===== config.mk =====
export PLATFORM = sky130hd
export DESIGN_NAME = tk_regfile
export DESIGN_NICKNAME = d
export VERILOG_FILES = /design/src/rtl/tk_regfile.sv
export SDC_FILE = /design/constraint.sdc
export NUM_CORES = 1
export LEC_CHECK = 0
export ABC_AREA = 1
export BUFFER_PORTS_ARGS = -buffer_cell sky130_fd_sc_hd__buf_4
export CAP_MARGIN = 20
export CELL_PAD_IN_SITES_DETAIL_PLACEMENT = 2
export CELL_PAD_IN_SITES_GLOBAL_PLACEMENT = 2
export CORE_UTILIZATION = 40
export CTS_CLUSTER_DIAMETER = 150
export DETAILED_ROUTE_END_ITERATION = 7
export PLACE_DENSITY = 0.84
export SKIP_LAST_GASP = 1
export SLEW_MARGIN = 25
export SYNTH_ARGS = -nofsm -noshare
export SYNTH_HDL_FRONTEND = slang
export SYNTH_SLANG_ARGS = --single-unit

===== constraint.sdc =====
create_clock -name clk -period 4.15 [get_ports clk]
set_clock_uncertainty 0.1 [all_clocks]
set_input_delay 0.415 -clock clk [delete_from_list [all_inputs] [get_ports clk]]
set_output_delay 0.415 -clock clk [all_outputs]
set_load 0.005 [all_outputs]

===== src/rtl/tk_regfile.sv =====
module tk_regfile #(
  parameter int AW       = 6,
  parameter int DW       = 8,
  parameter int NSHD     = 14,
  parameter int CMD_ADDR = 11
) (
  input  logic                 clk,
  input  logic                 rst_n,
  input  logic                 cs_n,
  input  logic                 oe_n,
  input  logic                 we_n,
  input  logic [AW-1:0]        addr,
  input  logic [DW-1:0]        wdata,
  input  logic                 pwr_fail,
  input  logic                 snap_valid,
  input  logic [NSHD*DW-1:0]   snap_data,
  output logic [DW-1:0]        rdata,
  output logic                 rdata_oe,
  output logic                 ld_stb,
  output logic [$clog2(NSHD)-1:0] ld_idx,
  output logic [DW-1:0]        ld_data
);
  localparam int DEPTH = 1 << AW;
  localparam int IW    = $clog2(NSHD);

  logic [DW-1:0] mem [DEPTH];

  logic              wr_q, wr_bad, pend;
  logic [AW-1:0]     wa_q;
  logic [DW-1:0]     wd_q;
  logic [NSHD*DW-1:0] pend_data;

  wire rd_act     = ~cs_n & ~oe_n & we_n;
  wire wr_act     = ~cs_n & ~we_n;
  wire commit     = wr_q & ~wr_act;
  wire commit_ok  = commit & ~wr_bad & ~pwr_fail;
  wire busy       = rd_act | wr_act | wr_q;
  wire snap_apply = pend & ~busy;
  wire wa_shd     = (wa_q < AW'(NSHD)) && (wa_q != AW'(CMD_ADDR));

  always_ff @(posedge clk or negedge rst_n) begin
    if (!rst_n) begin
      wr_q   <= 1'b0;
      wr_bad <= 1'b0;
      wa_q   <= '0;
      wd_q   <= '0;
    end else begin
      wr_q <= wr_act;
      if (wr_act) begin
        wa_q <= addr;
        wd_q <= wdata;
      end
      wr_bad <= commit ? 1'b0 : (wr_bad | (wr_act & pwr_fail));
    end
  end

  always_ff @(posedge clk or negedge rst_n) begin
    if (!rst_n) begin
      pend      <= 1'b0;
      pend_data <= '0;
    end else if (snap_valid) begin
      pend      <= 1'b1;
      pend_data <= snap_data;
    end else if (snap_apply) begin
      pend <= 1'b0;
    end
  end

  for (genvar g = 0; g < DEPTH; g++) begin : g_reg
    wire hit = commit_ok && (wa_q == AW'(g));
    if (g < NSHD && g != CMD_ADDR) begin : g_shd
      always_ff @(posedge clk or negedge rst_n) begin
        if (!rst_n)          mem[g] <= '0;
        else if (hit)        mem[g] <= wd_q;
        else if (snap_apply) mem[g] <= pend_data[g*DW +: DW];
      end
    end else begin : g_usr
      always_ff @(posedge clk or negedge rst_n) begin
        if (!rst_n)   mem[g] <= '0;
        else if (hit) mem[g] <= wd_q;
      end
    end
  end

  always_ff @(posedge clk or negedge rst_n) begin
    if (!rst_n) begin
      rdata    <= '0;
      rdata_oe <= 1'b0;
      ld_stb   <= 1'b0;
      ld_idx   <= '0;
      ld_data  <= '0;
    end else begin
      rdata_oe <= rd_act & ~pwr_fail;
      rdata    <= rd_act ? mem[addr] : '0;
      ld_stb   <= commit_ok & wa_shd;
      ld_idx   <= wa_q[IW-1:0];
      ld_data  <= wd_q;
    end
  end


  oe_off_chk: assert property (@(posedge clk) disable iff (!rst_n)
    !we_n |=> !rdata_oe);

  pf_noload_chk: assert property (@(posedge clk) disable iff (!rst_n)
    pwr_fail |=> !ld_stb);

  pf_noread_chk: assert property (@(posedge clk) disable iff (!rst_n)
    pwr_fail |=> !rdata_oe);

  ld_idx_chk: assert property (@(posedge clk) disable iff (!rst_n)
    ld_stb |-> (ld_idx != IW'(CMD_ADDR)) && (ld_idx < IW'(NSHD)));

  ld_end_chk: assert property (@(posedge clk) disable iff (!rst_n)
    ld_stb |-> $past(cs_n || we_n) && $past(!cs_n && !we_n, 2));

  snap_hold_chk: assert property (@(posedge clk) disable iff (!rst_n)
    (!cs_n && !we_n) |=> $stable(mem[0]));
endmodule


* Yosys cells after proc, flatten, opt, wreduce, memory -nomap -nowiden
Index checks and enable logic that the tools add are counted.
Word-level totals: word-level logic and storage cells 275, bits in registers 663, input port bits 133, output and inout port bits 22
Cells by class: reduce and logical (&&, ||, !) cells 80, equal/unequal tests 64, bitwise logic cells 21, magnitude comparators 2, muxes and demuxes 33
Operators by type and width (count):
- two-way mux 8 bit | 29
- == test 6 bit (second input constant) | 32
- == test 6 x 5 -> 1 bit (second input constant) | 16
- logical AND 1 bit | 65
- binary-select mux 8 bit (select 6 bit) | 1
- == test 6 x 4 -> 1 bit (second input constant) | 8
- nonzero test 2 bit | 14
- == test 6 x 3 -> 1 bit (second input constant) | 4
- == test 6 x 2 -> 1 bit (second input constant) | 2
- AND 1 bit | 10
- >= comparator 7 bit (second input constant) | 1
- NOT 1 bit | 7
- NOT 6 -> 7 bit | 1
- == test 6 x 1 -> 1 bit (second input constant) | 1
- logical NOT 6 bit | 1
- less-than comparator 6 x 4 -> 1 bit (second input constant) | 1
- != test 6 x 4 -> 1 bit (second input constant) | 1
- two-way mux 1 bit | 3
- bitwise OR 1 bit | 3

* Logic depth before layout (Yosys ltp)
Gate-level depths: netlist of run 1.
depth after elaboration 9, gate-level depth with buffers 12, gate-level depth less buffers 9

* Worst setup path after synthesis of run 1
Ideal clock, no wire load.
kind in2reg, from in addr[0], to reg rdata[6], stages on the path 12, path buffers 3, data required time 3.971 ns, arrival time 1.588 ns, setup slack 2.383 ns, cell sequence buf_2 -> inv_1 -> buf_2 -> clkbuf_1 -> nand2_1 -> nand3_1 -> nand3_1 -> nand2_1 -> nand2_1 -> nand3_1 -> nand3_1 -> a21oi_1
Between the ends: longest elaborated chain between the ends 5
RTL lines:
- start: declaration | RTL line 12 | input logic [AW-1:0] addr,
- NOT 6 -> 7 bit (implied by the code) | RTL line 94 | rdata <= rd_act ? mem[addr] : '0;
- binary-select mux 8 bit (select 6 bit) | RTL line 94
- two-way mux 8 bit (implied by the code) (2 in a row) | RTL line 94
- two-way mux 8 bit | RTL line 94
- end signal: assignment | RTL line 94
- end: declaration | RTL line 17 | output logic [DW-1:0] rdata,
Every way passes these cells. The select of a mux whose other input is x is not followed. A chain may end at the register's enable or synchronous reset.

* Worst setup path after layout of run 1
from reg wa_q[3], to reg mem[424] (netlist name)
Between the ends: longest elaborated chain between the ends 3, elaborated cells on any way between the ends 4
RTL lines:
- start: declaration | RTL line 29 | logic [AW-1:0] wa_q;
- start signal: assignment | RTL line 50 | wa_q <= addr;
- == test 6 x 4 -> 1 bit (*) | RTL line 70 | wire hit = commit_ok && (wa_q == AW'(g));
- logical AND 1 bit (*) | RTL line 70
- two-way mux 8 bit or nonzero test 2 bit (tied branches)
- end signal: indexed assignment | RTL line 74 | else if (hit) mem[g] <= wd_q;
- end signal: indexed assignment | RTL line 75 | else if (snap_apply) mem[g] <= pend_data[g*DW +: DW];
- end: declaration | RTL line 26 | logic [DW-1:0] mem [DEPTH];
Every way passes the cells marked *; elsewhere a longest branch is shown, timed or not.

==> flow_summary.json, run 1 <==
{
  "p_switching_uw": 5062,
  "port_buffers": 146,
  "yosys_warnings": 0,
  "core_area_mm2": 0.07198,
  "dieArea_mm2": 0.07438,
  "dr_wl_met3_mm": 7.236,
  "cp_data_arrival_time_ns": 3.43,
  "finalCriticalPeriod_ns": 3.025,
  "comb_power_share_pct": 14.4,
  "ys_seq_area_share_pct": 55.91,
  "clkLatencyLatePin_ns": 0.65,
  "cp.required_ns": 4.55,
  "clock_sinks": 655,
  "drv_cap": 0,
  "cts-resized-gates": 0,
  "dr.pass1.iters": 6,
  "critPathLaunchType": "flip-flop",
  "row_count": 98,
  "grt_usage_pct": 36.10,
  "clockBufferDepth": 3,
  "drv_slew": 0,
  "p_seq_share_pct": 44.8,
  "drcViolationCount": 0,
  "route.final.wire_length_mm": 133.4,
  "ios": 155,
  "powerDensity_mw_per_mm2": 472.5,
  "fill_cells": 7698,
  "p_sw_share_pct": 30.89,
  "cts_tree": "yes",
  "syn-instance-count": 3553,
  "yosysUniqueCellTypes": 23,
  "vias": 28400,
  "synth.most_common_cell": "nand2_1",
  "synth.largest_area_cell": "dfrtp_1",
  "synth_top_cell_area_share_pct": 55.91,
  "hold_viol": 0,
  "status": "complete, no violations",
  "antenna_left": 0,
  "syn_area_mm2": 0.02932,
  "dieHeight_um": 272.7,
  "synth_edf_count": 0,
  "dr_wl_met2_mm": 64.91,
  "tns_ns": 0,
  "power_leakage_uw": 0.01589,
  "cts-buffers-inserted": 75,
  "antenna_found_initial": 2,
  "setup_viol": 0,
  "grt_max_degree": 162,
  "rsz0062_at_grt": "no",
  "crit_type": "reg2reg",
  "clk_pin_slew_ns": 0.07,
  "place_hpwl_mm": 70.80,
  "fin_nets": 3821,
  "gp_congestion": 0.8572,
  "worst_hold_slack_ns": 0.01706,
  "hold_class": "in2reg",
  "htreeDepth": 3,
  "grt_pass1_wl_mm": 203.4,
  "highest_layer": "met4",
  "period_share_pct": 72.89,
  "drive_gt1_share_pct": 9.334,
  "ys_async_sr_fraction_pct": 100.0,
  "synth_nets": 3686,
  "postLayoutCellArea_mm2": 0.03468,
  "grt_pass1_vias": 32080,
  "peakVddDrop_uv": 326.4,
  "timing.fmax_mhz": 330.6,
  "chipWidth_um": 272.7,
  "synth_area_per_cell_um2": 8.252,
  "dpl_cell_area_mm2": 0.03120,
  "drtIter0Drc": 2235,
  "crit_fanout": 16,
  "initial_core_util_pct": 40.73,
  "synth_area_leaders": "dfrtp_1 56%, nand2_1 16%, nand3_1 9.3%",
  "power.total_uw": 16390,
  "worst_slew_pin_slew_ns": 1.039,
  "endpoint_kind": "flip-flop",
  "synth_common_cells": "1275 x nand2_1, 655 x dfrtp_1, 542 x nand3_1",
  "synth_ff_type": "dfrtp_1",
  "grt_overflow": 0,
  "stdcell_count": 4691,
  "relSlewSlack_pct": 30.60,
  "met1_length_mm": 53.08,
  "placed_cells": 4448,
  "area_delta_synth_final_pct": 18.28,
  "clkPwrFrac_pct": 40.9,
  "p_int_uw": 11320,
  "cts_root_buf": "clkbuf_16",
  "post_drt_wl_per_cell_um": 28.43,
  "ys_ff_latch": 655,
  "vias_per_cell": 6.054
}
## repair_timing
action	4_1_cts	5_1_grt
buffers inserted	0	0
hold endpoints to repair	194	0
hold buffers	113	0
## layout make-up
| class | count | area, um^2 | share of cell area (%) |
|---|---|---|---|
| Antenna cell | 2 | 5.005 | 0.01443 |
| Clock buffer | 113 | 2170 | 6.257 |
| Clock inverter | 15 | 167.7 | 0.4835 |
| Inverter | 132 | 510.5 | 1.472 |
| Multi-Input combinational cell | 2494 | 11320 | 32.65 |
| Sequential cell | 655 | 16390 | 47.27 |
| Tap cell | 950 | 1189 | 3.428 |
| Timing Repair Buffer | 330 | 2922 | 8.425 |
## kinds of logic after synthesis
logic type | Yosys count | synth area share (%)
DFF | 655 | 55.91
buffers and inverters | 404 | 5.514
and+or+nand+nor | 1871 | 26.69
AOI/OAI and AO/OA | 623 | 11.89
## final timing paths
path	start	to	depth (start not counted)	slack, ns
worst min-delay path	wdata[0]	wd_q[0]$_DFFE_PN0N_	3	0.02
max in group asynchronous	rst_n	pend_data[87]$_DFFE_PN0P_	3	2.47
worst max register to register	wa_q[3]$_DFFE_PN0N_	mem[424]$_DFFE_PN0P_	7	1.12
worst max-delay path	wa_q[3]$_DFFE_PN0N_	mem[424]$_DFFE_PN0P_	7	1.12
min in group asynchronous	rst_n	mem[108]$_DFFE_PN0P_	2	0.32
worst min register to register	wa_q[0]$_DFFE_PN0N_	ld_idx[0]$_DFF_PN0_	0	0.36
## sequential cells by signal, indices dropped and copies added (netlist names)
name       count
mem          512
pend_data    104
ld_data        8
rdata          8
wd_q           8
wa_q           6
ld_idx         4
ld_stb         1
pend           1
rdata_oe       1
wr_bad         1
wr_q           1
## worst max-delay path, cell delays in order, from the launching register on
cell,delay (ns)
dfrtp_1,0.54
inv_1,0.16
nor2_1,0.24
nand2_1,0.12
nor2_1,0.70
nand2_1,0.60
nand3_1,0.29
o221ai_1,0.14
## power by group through the flow
stage / Combinational, uW / Sequential [uW] / Clock, uW
floorplan: 1140 / 7220 / 0
global placement: 1910 / 7310 / 0
detailed placement: 2040 / 7360 / 0
CTS: 2180 / 7260 / 6610
global route: 2500 / 7360 / 6970
finish: 2350 / 7340 / 6700
## placed cells by master (no fill, tap or decap), drive strengths merged
master / n
o21ai: 483
clkbuf: 113
bufinv: 2
clkinvlp: 2
nand2: 1275
inv: 131
a21oi: 35
dlygate4sd3: 113
nand3: 543
buf: 217
a2111oi: 1
nor3: 9
dfrtp: 655
o211ai: 22
o221ai: 82
nor2: 44
diode: 2
clkinv: 12
## through the flow
stage | setup WS (ns) | util, %
floorplan | 2.383 | -
finish | 1.125 | 48.18
global route | 1.105 | 48.18
global placement | 1.218 | 43.35
CTS | 1.355 | 48.16
detailed placement | 1.184 | 43.35
## per-layer routing
layer,vias to the layer above,global-route usage (%)
li1,12020,-
met4,0,21.53
met2,1114,60.29
met3,453,5.588
met5,-,0
met1,14810,44.17
Note: power is estimated with default switching activity, not from simulation.
==> inputs of run 2 (changes only) <==
--- a/config.mk
+++ b/config.mk
@@ -10,10 +10,10 @@
 export CAP_MARGIN = 20
 export CELL_PAD_IN_SITES_DETAIL_PLACEMENT = 2
 export CELL_PAD_IN_SITES_GLOBAL_PLACEMENT = 2
-export CORE_UTILIZATION = 40
+export CORE_UTILIZATION = 34
 export CTS_CLUSTER_DIAMETER = 150
 export DETAILED_ROUTE_END_ITERATION = 7
-export PLACE_DENSITY = 0.84
+export PLACE_DENSITY = 0.76
 export SKIP_LAST_GASP = 1
 export SLEW_MARGIN = 25
 export SYNTH_ARGS = -nofsm -noshare
==> constraint.sdc (replaced) <==
create_clock -name clk -period 2.62 [get_ports clk]
set_clock_uncertainty 0.1 [all_clocks]
set_input_delay 0.262 -clock clk [delete_from_list [all_inputs] [get_ports clk]]
set_output_delay 0.262 -clock clk [all_outputs]
set_load 0.005 [all_outputs]
==> run 2 against run 1 <==
  * Sequential cell count unchanged
  * First-iteration DRC count down 24%
  * Critical path type unchanged
  * Wire length down 13%
  * Cell count is 5.4% higher
  * Register-to-register slack worse by 0.99 ns
  * Sequential power up 57%
  * Maximum frequency up 22%
  * Sequential share of layout area decreased by 1.7 points
  * Core utilization decreased by 6.0 points
==> flow_summary.json, run 2 (synthesis results as in run 1) <==
{
  "grt_usage_pct": 26.99,
  "power_leakage_uw": 0.01639,
  "postLayoutCellArea_mm2": 0.03594,
  "drv_cap": 0,
  "core_area_mm2": 0.08528,
  "grt_pass1_wl_mm": 180.8,
  "pre_cts_slack_ns": 0.2400,
  "relSlewSlack_pct": 40.99,
  "post_drt_wl_per_cell_um": 23.39,
  "fill_cells": 9375,
  "htreeDepth": 3,
  "crit_fanout": 16,
  "hold_class": "in2reg",
  "clkLatencyLatePin_ns": 0.65,
  "largest-register": "mem",
  "antenna_left": 0,
  "slowest_delay_ns": 0.40,
  "vias": 26710,
  "clockBufferDepth": 3,
  "timing.fmax_mhz": 402.2,
  "crit_type": "reg2reg",
  "antenna_found_initial": 1,
  "finalCriticalPeriod_ns": 2.487,
  "dr.pass1.iters": 5,
  "endpoint_kind": "flip-flop",
  "row_count": 107,
  "hold_viol": 0,
  "fin_nets": 3881,
  "layout_common_cells": "1274 x nand2_1, 655 x dfrtp_1, 540 x nand3_1, 464 x o21ai_0, 221 x buf_4",
  "ios": 155,
  "chipWidth_um": 295.7,
  "setup_viol": 0,
  "clock_sinks": 655,
  "dieHeight_um": 295.7,
  "power.total_uw": 25910,
  "drv_slew": 0,
  "drtIter0Drc": 1689,
  "cp.required_ns": 3.00,
  "grt_overflow": 0,
  "area_delta_synth_final_pct": 22.58,
  "cp_data_arrival_time_ns": 2.87,
  "path_cells": "nor2_1 > nand3_2 > inv_1 > nand2_1 > inv_1 > nand2_1 > nand2_1 > o21ai_0",
  "initial_core_util_pct": 34.38,
  "cts_tree": "yes",
  "critPathLaunchType": "flip-flop",
  "drcViolationCount": 0,
  "peakVddDrop_uv": 414.0,
  "gp_congestion": 0.8233,
  "grt_max_degree": 100,
  "worst_hold_slack_ns": 0.06571,
  "layout_setup_ws_ns": 0.1335,
  "vias_per_cell": 5.401,
  "critPathSlowestCell": "dfrtp_1",
  "crit_top_cell": "nand2_1",
  "diodes": 0,
  "top_regs": "mem (512), pend_data (104)",
  "rsz0062_at_grt": "yes",
  "place_hpwl_mm": 69.51,
  "final_common_cell": "nand2_1",
  "period_share_pct": 94.91,
  "grt_pass1_vias": 29840,
  "status": "complete, no violations",
  "drive_gt1_share_pct": 10.65,
  "cts-buffers-inserted": 75,
  "powerDensity_mw_per_mm2": 720.9,
  "cts_root_buf": "clkbuf_16",
  "dpl_cell_area_mm2": 0.03222,
  "worst_slew_pin_slew_ns": 0.8839,
  "largest_reg_flops": 512,
  "clk_pin_slew_ns": 0.06,
  "route.final.wire_length_mm": 115.7,
  "dieArea_mm2": 0.08741,
  "port_buffers": 146
}
==> run 2: changes by cell type in the layout (fill, tap and decap cells not counted), moves of 2 or more <==
cell           before  now
buf_4             203  221
dlygate4sd3_1     113  123
clkinv_8            2    6
clkinv_2            9    3
inv_6               6    0
inv_2               7   10
clkinvlp_4          2    0
clkbuf_8           15   23
buf_12             12   44
clkbuf_1           23   21
diode_2             2    0
==> run 2: worst paths after layout <==
kind / start / end / slack (ns) / cells past startpoint
worst max-delay path: wr_bad$_DFF_PN0_ / mem[202]$_DFFE_PN0P_ / 0.13 / 8
worst min-delay path: cs_n / wr_bad$_DFF_PN0_ / 0.07 / 5
worst max register to register: wr_bad$_DFF_PN0_ / mem[202]$_DFFE_PN0P_ / 0.13 / 8
worst min register to register: wd_q[7]$_DFFE_PN0N_ / ld_data[7]$_DFF_PN0_ / 0.37 / 0
max in group asynchronous: rst_n / mem[56]$_DFFE_PN0P_ / 1.41 / 3
min in group asynchronous: rst_n / mem[87]$_DFFE_PN0P_ / 0.12 / 2
==> run 2: through the flow <==
stage | utilization [%] | TNS [ns] | cells
floorplan | - | 0 | 3553
global placement | 37.78 | 0 | 4692
detailed placement | 37.78 | 0 | 4692
CTS | 42.13 | 0 | 4946
global route | 42.14 | -0.01528 | 4946
finish | 42.14 | 0 | 4946
==> run 2: report_power, final <==
| group | switching, uW | internal (uW) |
|---|---|---|
| sequential | 534 | 10900 |
| combinational | 2400 | 1220 |
| clock | 4570 | 6240 |
==> run 2: metal layers <==
layer / GRT usage, % / share of wire (%) / vias up
met5: 0 / 0.0086 / -
met2: 46.84 / 50 / 521
met1: 35.40 / 44 / 13860
met3: 2.653 / 3.1 / 189
met4: 8.404 / 2.8 / 2
li1: - / - / 12140
==> run 2: cell type report <==
class,instances,area [um^2],area share (%)
Timing Repair Buffer,390,3800,10.57
Multi-Input combinational cell,2494,11330,31.53
Clock buffer,118,2258,6.284
Inverter,132,505.5,1.406
Tap cell,1144,1431,3.983
Sequential cell,655,16390,45.61
Clock inverter,13,222.7,0.6197
==> run 2: what timing repair did <==
action,CTS,global route
resized for setup,0,2
hold buffers,123,0
endpoints found under the setup margin,0,7
endpoints found under the hold margin,391,0
buffers inserted,0,0
==> run 2: worst max-delay path, delay by kind of cell, from the launching register on <==
kind	cells	cell delay, ns
AND/OR/NAND/NOR	5	1.23
buffers and inverters	2	0.49
flip-flops	1	0.40
AO/OA/AOI/OAI	1	0.11
